$ cat src/rtl/rts_hyst_pkg.sv
package rts_hyst_pkg;
  typedef struct packed {
    logic ge_trig;
    logic ge_hi;
    logic le_lo;
  } lvl_cmp_t;
endpackage

$ cat src/rtl/rts_lvl_cmp.sv
module rts_lvl_cmp
  import rts_hyst_pkg::*;
#(
  parameter int CW = 8
) (
  input  logic          clk,
  input  logic          rst,
  input  logic [CW-1:0] fill_cnt,
  input  logic [CW-1:0] trig_lvl,
  input  logic [CW-1:0] hi_lvl,
  input  logic [CW-1:0] lo_lvl,
  output lvl_cmp_t      cmp
);
  logic [CW-1:0] fill_q;

  always_ff @(posedge clk) begin
    if (rst) fill_q <= '0;
    else     fill_q <= fill_cnt;
  end

  always_comb begin
    cmp.ge_trig = (fill_q >= trig_lvl);
    cmp.ge_hi   = (fill_q >= hi_lvl);
    cmp.le_lo   = (fill_q <= lo_lvl);
  end
endmodule

$ cat src/rtl/rts_ctl.sv
module rts_ctl
  import rts_hyst_pkg::*;
(
  input  logic     clk,
  input  logic     rst,
  input  logic     auto_en,
  input  logic     sw_rts,
  input  lvl_cmp_t cmp,
  output logic     rts_n
);
  logic paused, paused_nx, armed;

  assign armed = auto_en && sw_rts;

  always_comb begin
    paused_nx = paused;
    if (!armed)          paused_nx = 1'b0;
    else if (cmp.ge_hi)  paused_nx = 1'b1;
    else if (cmp.le_lo)  paused_nx = 1'b0;
  end

  always_ff @(posedge clk) begin
    if (rst) begin
      paused <= 1'b0;
      rts_n  <= 1'b1;
    end else begin
      paused <= paused_nx;
      rts_n  <= !(sw_rts && !(auto_en && paused_nx));
    end
  end


  manual_follow_chk: assert property (@(posedge clk) disable iff (rst)
    ($past(!auto_en) && !$past(rst)) |-> (rts_n == !$past(sw_rts)));


  sw_off_chk: assert property (@(posedge clk) disable iff (rst)
    $past(!sw_rts) |-> rts_n);


  hi_off_chk: assert property (@(posedge clk) disable iff (rst)
    $past(armed && cmp.ge_hi) |-> rts_n);


  lo_on_chk: assert property (@(posedge clk) disable iff (rst)
    ($past(armed && !cmp.ge_hi && cmp.le_lo) && !$past(rst)) |-> !rts_n);
endmodule

$ cat src/rtl/rts_irq_unit.sv
module rts_irq_unit (
  input  logic clk,
  input  logic rst,
  input  logic ge_trig,
  input  logic rts_n,
  input  logic rts_irq_en,
  input  logic enh_en,
  input  logic stat_rd,
  output logic rx_rdy_irq,
  output logic rts_irq
);
  logic rts_n_d, rise;

  assign rise = rts_n && !rts_n_d;

  always_ff @(posedge clk) begin
    if (rst) begin
      rts_n_d    <= 1'b1;
      rx_rdy_irq <= 1'b0;
      rts_irq    <= 1'b0;
    end else begin
      rts_n_d    <= rts_n;
      rx_rdy_irq <= ge_trig;
      if (rise && rts_irq_en && enh_en) rts_irq <= 1'b1;
      else if (stat_rd)                 rts_irq <= 1'b0;
    end
  end


  rdy_level_chk: assert property (@(posedge clk) disable iff (rst)
    !$past(rst) |-> (rx_rdy_irq == $past(ge_trig)));


  rts_rise_chk: assert property (@(posedge clk) disable iff (rst)
    ($rose(rts_n) && rts_irq_en && enh_en) |=> rts_irq);


  gate_chk: assert property (@(posedge clk) disable iff (rst)
    !(rts_irq_en && enh_en) |=> !$rose(rts_irq));


  stat_clr_chk: assert property (@(posedge clk) disable iff (rst)
    (stat_rd && !(rise && rts_irq_en && enh_en)) |=> !rts_irq);
endmodule

$ cat src/rtl/rx_rts_hyst.sv
module rx_rts_hyst
  import rts_hyst_pkg::*;
#(
  parameter int DEPTH = 128,
  localparam int CW = $clog2(DEPTH + 1)
) (
  input  logic          clk,
  input  logic          rst,
  input  logic [CW-1:0] fill_cnt,
  input  logic [CW-1:0] trig_lvl,
  input  logic [CW-1:0] hi_lvl,
  input  logic [CW-1:0] lo_lvl,
  input  logic          auto_en,
  input  logic          sw_rts,
  input  logic          rts_irq_en,
  input  logic          enh_en,
  input  logic          stat_rd,
  output logic          rts_n,
  output logic          rx_rdy_irq,
  output logic          rts_irq
);
  lvl_cmp_t cmp;

  rts_lvl_cmp #(.CW(CW)) u_cmp (
    .clk(clk), .rst(rst), .fill_cnt(fill_cnt), .trig_lvl(trig_lvl),
    .hi_lvl(hi_lvl), .lo_lvl(lo_lvl), .cmp(cmp)
  );

  rts_ctl u_ctl (
    .clk(clk), .rst(rst), .auto_en(auto_en), .sw_rts(sw_rts),
    .cmp(cmp), .rts_n(rts_n)
  );

  rts_irq_unit u_irq (
    .clk(clk), .rst(rst), .ge_trig(cmp.ge_trig), .rts_n(rts_n),
    .rts_irq_en(rts_irq_en), .enh_en(enh_en), .stat_rd(stat_rd),
    .rx_rdy_irq(rx_rdy_irq), .rts_irq(rts_irq)
  );


  reset_state_chk: assert property (@(posedge clk)
    $past(rst) |-> (rts_n && !rx_rdy_irq && !rts_irq));
endmodule

$ cat config.mk
export PLATFORM = sky130hd
export DESIGN_NAME = rx_rts_hyst
export DESIGN_NICKNAME = d
export VERILOG_FILES = /design/src/rtl/rts_hyst_pkg.sv /design/src/rtl/rts_lvl_cmp.sv /design/src/rtl/rts_ctl.sv /design/src/rtl/rts_irq_unit.sv /design/src/rtl/rx_rts_hyst.sv
export SDC_FILE = /design/constraint.sdc
export NUM_CORES = 1
export LEC_CHECK = 0
export BUFFER_PORTS_ARGS = -buffer_cell sky130_fd_sc_hd__buf_2
export CAP_MARGIN = 0
export CORE_MARGIN = 4
export CORE_UTILIZATION = 26
export DETAILED_ROUTE_END_ITERATION = 8
export HOLD_SLACK_MARGIN = 0.15
export PLACE_DENSITY = 0.6
export SLEW_MARGIN = 5
export SYNTH_ARGS = -nofsm -noshare
export SYNTH_HDL_FRONTEND = slang
export SYNTH_SLANG_ARGS = --single-unit
$ cat constraint.sdc
create_clock -name clk -period 1.9 [get_ports clk]
set_clock_uncertainty 0.05 [all_clocks]
set_input_delay 0.095 -clock clk [delete_from_list [all_inputs] [get_ports clk]]
set_output_delay 0.095 -clock clk [all_outputs]
set_load 0.02 [all_outputs]
After elaboration in Yosys (flattened, before gate mapping)
Cells that the tools add are included.
- bits in registers: 13
- bits of input ports: 39
- output and inout bits: 3
- order comparisons: 3
- multiplexer cells: 5
- reductions and logical operators: 10
- operator list (cell ; number):
    >= comparator 8 bit ; 2
    <= comparator 8 bit ; 1
    logical AND 1 bit ; 6
    2-to-1 mux 1 bit ; 5
    zero test 1 bit ; 3
    nonzero test 2 bit ; 1

Depth between registers and ports, before layout
Gate-level depths: netlist of the first run.
- depth in word-level cells: 8
- mapped depth: 7

Modules after synthesis
Synthesis of the first run repeated with hierarchy kept, for this count alone.
- cell total of the unflattened synthesis: 105
- area total of the unflattened synthesis: 963.4 µm²
- modules (own cells, without submodules) (module ; instances ; cells each ; area an instance (µm²)):
    rts_lvl_cmp ; 1 ; 89 ; 792.0
    rts_irq_unit ; 1 ; 8 ; 92.6
    rts_ctl ; 1 ; 8 ; 78.8

Least setup slack after synthesis of the first run
No wires, ideal clock.
- path kind: flip-flop to flip-flop
- start point: register u_cmp.fill_q[2]
- end point: register u_ctl.rts_n
- setup time: 0.127 ns
- arrival time: 1.359 ns
- data required time: 1.723 ns
- slack: 0.364 ns
- stages on the path, launching flop included: 7
- buffers on the path: 0
- period minus slack after synthesis: 1.536 ns
- cell sequence: dfxtp_1 -> ha_1 -> a211o_1 -> a31oi_1 -> o31ai_1 -> a22oi_1 -> nand3b_1
- longest elaborated chain between the ends: 8
- elaborated cells on any way between the ends: 9
- ends and longest elaborated chain (what ; line ; text):
    start: declaration ; rts_lvl_cmp.sv:14 ; logic [CW-1:0] fill_q;
    start signal: assignment ; rts_lvl_cmp.sv:18 ; else fill_q <= fill_cnt;
    <= comparator 8 bit ; rts_lvl_cmp.sv:24 ; cmp.le_lo = (fill_q <= lo_lvl);
    2-to-1 mux 1 bit ; rts_ctl.sv:19 ; else if (cmp.le_lo) paused_nx = 1'b0;
    2-to-1 mux 1 bit * ; rts_ctl.sv:18 ; else if (cmp.ge_hi) paused_nx = 1'b1;
    2-to-1 mux 1 bit * ; rts_ctl.sv:17 ; if (!armed) paused_nx = 1'b0;
    logical AND 1 bit * ; rts_ctl.sv:28 ; rts_n <= !(sw_rts && !(auto_en && paused_nx));
    zero test 1 bit * ; rts_ctl.sv:28 ;
    logical AND 1 bit * ; rts_ctl.sv:28 ;
    zero test 1 bit * ; rts_ctl.sv:28 ;
    end signal: assignment ; rts_ctl.sv:28 ;
    end: declaration ; rts_ctl.sv:9 ; output logic rts_n
Mark *: on every way between the ends. The rest lies on a longest branch, timed or not.
A chain may end at the register's enable or synchronous reset.

Worst setup path after layout of the first run
- start point: register u_cmp.fill_q[5]
- end point: register u_ctl.rts_n
Same word-level chain as after synthesis.

==> results of run 1 <==
## worst max-delay path, stage by stage (launching register included)
cell,delay [ns]
dfxtp_1,0.34
ha_1,0.30
a211o_1,0.31
a21oi_2,0.11
o31ai_1,0.07
a22oi_1,0.23
nand3b_1,0.09
## repair_timing
item / in CTS / in global routing
endpoints found under the hold margin: 12 / 0
hold buffers: 21 / 0
buffers inserted: 0 / 0
## sequential cells by signal, indices dropped and copies added (netlist names)
name and flops:
u_cmp.fill_q 8, u_irq.rts_irq 1, u_ctl.paused 1, u_irq.rts_n_d 1, u_irq.rx_rdy_irq 1, u_ctl.rts_n 1
## worst paths after layout
| path | slack, ns | cells after the start | startpoint | endpoint |
|---|---|---|---|---|
| max | 0.28 | 6 | u_cmp.fill_q[5]$_SDFF_PP0_ | u_ctl.rts_n$_SDFF_PP1_ |
| min | 0.25 | 5 | trig_lvl[7] | u_irq.rx_rdy_irq$_SDFF_PP0_ |
| max reg2reg | 0.28 | 6 | u_cmp.fill_q[5]$_SDFF_PP0_ | u_ctl.rts_n$_SDFF_PP1_ |
| min reg2reg | 0.46 | 1 | u_ctl.rts_n$_SDFF_PP1_ | u_irq.rts_n_d$_SDFF_PP1_ |
## metrics by stage
stage	utilization	total power, mW	setup WS, ns
detailed placement	0.351	0.465	0.271
floorplan	-	0.397	0.364
global placement	0.351	0.457	0.300
global route	0.421	0.714	0.149
CTS	0.421	0.667	0.258
finish	0.421	0.662	0.276
## cell families (layout without fill, tap and decap cells)
group,Yosys count,count (layout),share of synthesized area
DFF,13,13,0.277
and+or+nand+nor,24,24,0.158
AOI/OAI and AO/OA,21,21,0.154
adders and majority gates,24,24,0.319
buffers and inverters,23,88,0.0918
## layout make-up
class	count	area share
Clock buffer	4	0.0183
Tap cell	46	0.0401
Timing Repair Buffer	62	0.289
Inverter	22	0.0575
Sequential cell	13	0.181
Multi-Input combinational cell	69	0.414
## power by group through the flow
stage | clock network (mW) | logic [mW] | registers (mW)
after floorplan | 0 | 0.0946 | 0.303
after global placement | 0 | 0.155 | 0.302
after detailed placement | 0 | 0.162 | 0.303
after CTS | 0.177 | 0.194 | 0.296
after global routing | 0.197 | 0.218 | 0.299
final | 0.175 | 0.191 | 0.296
## cells in the final DEF, fill, tap and decap left out, drive strengths merged
master and instances:
nand2b 3, a31oi 2, o22ai 1, a211oi 1, ha 24, a21oi 5
or2 1, inv 22, nor2b 9, nand3b 1, dfxtp 13, o21ai 1
nand4b 1, a211o 2, a21o 4, buf 41, o211ai 2, dlygate4sd3 21
o31ai 1, o21a 1, nor2 2, nand4 5, nand3 1, a22oi 1
clkbuf 4, nor3b 1
## routing by layer
metal  vias to the layer above  wire length, microns  GRT usage
met4                         0                    21     0.0298
li1                        493                     -          -
met5                         -                     0          0
met1                       403                  1000      0.119
met3                         2                   190     0.0213
met2                        30                  1030      0.183
==> metrics.md, run 1 <==
| Metric | Value |
|---|---|
| Tmin final | `1.62 ns` |
| Ant diodes | `0` |
| Worst Setup Start Kind | `register` |
| CTS clk-pin slew, worst paths | `~0.09 ns` |
| Largest fanout on the critical path | `3` |
| Data required, critical path | `roughly 2.0 ns` |
| Total number of vias | `928` |
| Power Density | `461 mW/mm^2` |
| Register bit total from synthesis | `13` |
| Fillers | `about 370` |
| Final-report hold violation count | `0` |
| Routed WL | `2240 microns` |
| Setup_tns | `0 ns` |
| Share of the synthesized area in the top cell type | `0.319` |
| Yosys top cell by area | `ha_1` |
| Global-route wire length before repair | `about 3600 microns` |
| Vias per cell | `between 4 and 5` |
| Bufs on Longest Clock Path | `2` |
| Area after DPL | `0.00120 sq mm` |
| Cts bufs inserted | `3` |
| Gate power share | `0.289` |
| Worst-margin pin slew | `between 0.2 and 0.25 ns` |
| Mapped Area | `941 sq um` |
| Worst hold path type | `in -> reg` |
| Initial antenna violation count | `0` |
| Final setup vio count | `0` |
| Register area | `about 260 sq um` |
| Final hold slack | `~0.25 ns` |
| CTS tree | `built` |
| Io pins | `42` |
| Design Area, Final | `0.00144 sq mm` |
| Row Count | `21` |
| Clk network pwr share | `0.264` |
| Clock root cell | `clkbuf_4` |
| Slew margin rel. | `0.849` |
| Top cells by area, synth | `ha_1 32%, dfxtp_1 28%, inv_1 8.8%` |
| EDFF count, synth | `0` |
| Area Growth Syn to Fin | `52.7%` |
| Post-synth top flop | `dfxtp_1` |
| Cell internal pwr | `481 uW` |
| Share of flip-flops with an asynchronous set or reset | `0` |
| Grt ovf | `0` |
| Static Leakage | `0.811 nW` |
| Seq pwr share | `0.447` |
| Vias in the first global route | `around 900` |
| Arrival time worst endpoint | `about 1.7 ns` |
| Kind of critical path | `reg -> reg` |
| Die extent in x | `roughly 68 microns` |
| Core area | `0.00342 sq mm` |
| Clock latency on the worst-skew pair | `0.28 ns` |
| Die Area | `0.00465 sq mm` |
| Port Buffers | `41` |
| # clock sinks | `13` |
| Non-filler instance count after layout | `216` |
| Nets | `~230` |
| Initial Util | `0.275` |
| Largest net degree at the start of global routing | `15` |
| Outcome | `completed` |
| Drt drc | `0` |
| Die Ht | `around 68 microns` |
| H-tree depth | `1` |
| 1st-iter DRT viols | `18` |
| Mean Syn Cell Area | `8.96 sq um` |
| Placed Instances | `about 190` |
| Crit. End Element | `register` |
| Sw Pwr | `182 uW` |
| Mapped Cells | `105` |
| Area occupied by multi-input gates | `~590 sq um` |
| Max_cap viols | `0` |
| GRT Util Overall | `0.101` |
| WL/cell | `10.4 microns` |
| Max Fclk | `616 MHz` |
| GPL Wtd Cong | `0.702` |
| Share of layout cells above drive strength 1 | `0.271` |
| Routed Antenna Nets | `0` |
| DP Wirelength | `1860 microns` |
| Most common cell in the netlist | `ha_1` |
| Syn. warnings | `0` |
| Drt first pass iters | `4` |
| Switch share | `0.274` |
| Period utilization | `0.854` |
| Mapped Nets | `approximately 170` |
| Peak supply drop | `0.000355 V` |
| Commonest cells in the synthesized netlist | `24 x ha_1, 22 x inv_1, 13 x dfxtp_1` |
| Seq/Total Area, Yosys | `0.277` |
| Synth cell types | `25` |
| RSZ-0062 raised after global routing | `false` |
| Post-CTS sizing | `0` |
| Max Slew Vio Count | `0` |
Note: power is estimated with default switching activity, not from simulation.
==> run 2, diff against run 1 <==
- ABC_AREA: default -> 1
- PLACE_DENSITY: 0.6 -> 0.59
- SLEW_MARGIN: 5 -> 10
==> metrics.md, run 2 <==
| Metric | Value |
|---|---|
| Outcome | `completed (unchanged)` |
| Final-report hold violation count | `0 (unchanged)` |
| Peak supply drop | `0.000279 V (was 0.000355 V)` |
| Io pins | `42 (unchanged)` |
| Kind of critical path | `in -> reg (was reg -> reg)` |
| Most frequent cells in the layout | `44 x inv_1, 41 x buf_2, 28 x nand2_1 (was 41 x buf_2, 24 x ha_1, 22 x inv_1)` |
| Pwr Total | `737 uW (was 662 uW)` |
| Worst-margin pin slew | `0.241 ns (was 0.226 ns)` |
| Post-CTS sizing | `0 (unchanged)` |
| Initial Util | `0.274 (was 0.275)` |
| Grt ovf | `0 (unchanged)` |
| Row Count | `22 (was 21)` |
| Total number of vias | `984 (was 928)` |
| Setup slack, reg-to-reg | `0.56 ns (was 0.28 ns)` |
| Vias per cell | `3.80 (was 4.30)` |
| Reg2reg start | `u_cmp.fill_q[5]$_SDFF_PP0_ (unchanged)` |
| Period utilization | `0.739 (was 0.854)` |
| Die Ht | `70.8 microns (was 68.2 microns)` |
| Largest net degree at the start of global routing | `13 (was 15)` |
| Worst Setup Start Kind | `input port (was register)` |
| Crit. End Element | `register (unchanged)` |
| Mapped Nets | `211 (was 168)` |
| GRT Util Overall | `0.0839 (was 0.101)` |
| Fillers | `425 (was 367)` |
| Largest Register | `u_cmp.fill_q (unchanged)` |
| Cts bufs inserted | `3 (unchanged)` |
| Initial antenna violation count | `0 (unchanged)` |
| CTS tree | `built (unchanged)` |
| Most common cell in the netlist | `inv_1 (was ha_1)` |
| Power Density | `486 mW/mm^2 (was 461 mW/mm^2)` |
| Largest fanout on the critical path | `12 (was 3)` |
| Clock root cell | `clkbuf_8 (was clkbuf_4)` |
| Mapped Area | `0.00103 sq mm (was 941 sq um)` |
| Setup_tns | `0 ns (unchanged)` |
| Drt drc | `0 (unchanged)` |
| Vias in the first global route | `831 (was 892)` |
| Post-synth top flop | `dfxtp_1 (unchanged)` |
| Mean Syn Cell Area | `6.93 sq um (was 8.96 sq um)` |
| Arrival time worst endpoint | `1.48 ns (was 1.73 ns)` |
| Share of flip-flops with an asynchronous set or reset | `0 (unchanged)` |
| Critical Path Sink | `u_cmp.fill_q[0]$_SDFF_PP0_ (was u_ctl.rts_n$_SDFF_PP1_)` |
| Routed WL | `2140 microns (was 2240 microns)` |
| R2R depth | `9 (was 6)` |
| Tmin final | `1.40 ns (was 1.62 ns)` |
| Yosys top cell by area | `ha_1 (unchanged)` |
| Bufs on Longest Clock Path | `2 (unchanged)` |
| Post-CTS Setup Bufs | `0 (unchanged)` |
| Die extent in x | `70.8 microns (was 68.2 microns)` |
| GPL Wtd Cong | `0.802 (was 0.702)` |
| Core area | `0.00374 sq mm (was 0.00342 sq mm)` |
| Share of layout cells above drive strength 1 | `0.223 (was 0.271)` |
| Data required, critical path | `1.98 ns (was 2.01 ns)` |
| Number of flip-flops in the largest register | `8 (unchanged)` |
| Drt first pass iters | `2 (was 4)` |
| Commonest cells in the synthesized netlist | `44 x inv_1, 28 x nand2_1, 24 x ha_1 (was 24 x ha_1, 22 x inv_1, 13 x dfxtp_1)` |
| Layout Utilization | `0.405 (was 0.421)` |
| WL/cell | `8.27 microns (was 10.4 microns)` |
| RSZ-0062 raised after global routing | `false (unchanged)` |
| Area Growth Syn to Fin | `47.7% (was 52.7%)` |
| Ant diodes | `0 (unchanged)` |
| Max Fclk | `712 MHz (was 616 MHz)` |
| Routed Antenna Nets | `0 (unchanged)` |
| Final setup vio count | `0 (unchanged)` |
| Static Leakage | `0.955 nW (was 0.811 nW)` |
| Max_cap viols | `0 (unchanged)` |
| Seq/Total Area, Yosys | `0.254 (was 0.277)` |
| Nets | `275 (was 234)` |
| Clock latency on the worst-skew pair | `0.24 ns (was 0.28 ns)` |
| Global-route wire length before repair | `3370 microns (was 3550 microns)` |
| Reg-to-reg endpoint | `u_ctl.rts_n$_SDFF_PP1_ (unchanged)` |
| DP Wirelength | `1830 microns (was 1860 microns)` |
| Die Area | `0.00501 sq mm (was 0.00465 sq mm)` |
| CP startpoint | `rst (was u_cmp.fill_q[5]$_SDFF_PP0_)` |
| Worst hold path type | `in -> reg (unchanged)` |
| Top cells by area, synth | `ha_1 29%, dfxtp_1 25%, inv_1 16% (was ha_1 32%, dfxtp_1 28%, inv_1 8.8%)` |
| Synth cell types | `15 (was 25)` |
| Slew margin rel. | `0.839 (was 0.849)` |
| Share of the synthesized area in the top cell type | `0.293 (was 0.319)` |
| 1st-iter DRT viols | `15 (was 18)` |
| Register bit total from synthesis | `13 (unchanged)` |
| Commonest non-fill, non-tap cell in the layout | `inv_1 (was buf_2)` |
| Max Slew Vio Count | `0 (unchanged)` |
| EDFF count, synth | `0 (unchanged)` |
| Syn. warnings | `0 (unchanged)` |
| # clock sinks | `13 (unchanged)` |
| Hold buffers post-CTS | `19 (was 21)` |
| Port Buffers | `41 (unchanged)` |
| CTS clk-pin slew, worst paths | `0.05 ns (was 0.09 ns)` |
| Mapped Cells | `148 (was 105)` |
| H-tree depth | `1 (unchanged)` |
## run 2: through the flow
step | area (sq um) | setup slack, ns | instances | hold WS (ns)
after global placement | 1280 | 0.558 | 236 | 0.251
final | 1520 | 0.496 | 259 | 0.298
after CTS | 1520 | 0.489 | 259 | 0.314
after detailed placement | 1280 | 0.546 | 236 | 0.253
after global routing | 1520 | 0.440 | 259 | 0.358
after floorplan | 1030 | 0.653 | 148 | 0.143
## run 2: final cells by class
cell class	count	area, sq um	share of cell area
Sequential cell	13	260	0.172
Clock buffer	4	45.0	0.0297
Multi-Input combinational cell	90	589	0.389
Timing Repair Buffer	60	395	0.261
Inverter	44	165	0.109
Tap cell	48	60.1	0.0396
## run 2: logic make-up after synthesis
group,synth area share
compound gates,0.0854
simple gates,0.196
fa+ha+maj,0.293
flops,0.254
buf+inv,0.172
## run 2: routing by layer
| metal | wire, microns | GRT usage | vias to the layer above |
|---|---|---|---|
| li1 | - | - | 572 |
| met1 | 1040 | 0.112 | 391 |
| met2 | 977 | 0.132 | 21 |
| met3 | 126 | 0.0227 | 0 |
| met4 | 0 | 0.0251 | 0 |
| met5 | 0 | 0 | - |
## run 2: where the power goes
part,internal (mW),switching [mW],leakage (nW)
logic,0.106,0.0904,0.825
clock network,0.148,0.0964,0.0228
registers,0.286,0.00942,0.108
## run 2: critical path, stage by stage
cell and delay, ns:
dlygate4sd3_1 0.51, buf_2 0.25, nor2_1 0.08, dlygate4sd3_1 0.55
## run 2: worst min-delay path by stage
stage	from	to	slack (ns)	depth (start not counted)
2_1_floorplan	rst	u_ctl.rts_n$_SDFF_PP1_	0.14	2
3_3_place_gp	fill_cnt[4]	u_cmp.fill_q[4]$_SDFF_PP0_	0.25	3
3_5_place_dp	fill_cnt[1]	u_cmp.fill_q[1]$_SDFF_PP0_	0.25	3
4_1_cts	trig_lvl[0]	u_irq.rx_rdy_irq$_SDFF_PP0_	0.31	6
5_1_grt	trig_lvl[0]	u_irq.rx_rdy_irq$_SDFF_PP0_	0.36	6
6_report	trig_lvl[0]	u_irq.rx_rdy_irq$_SDFF_PP0_	0.30	6
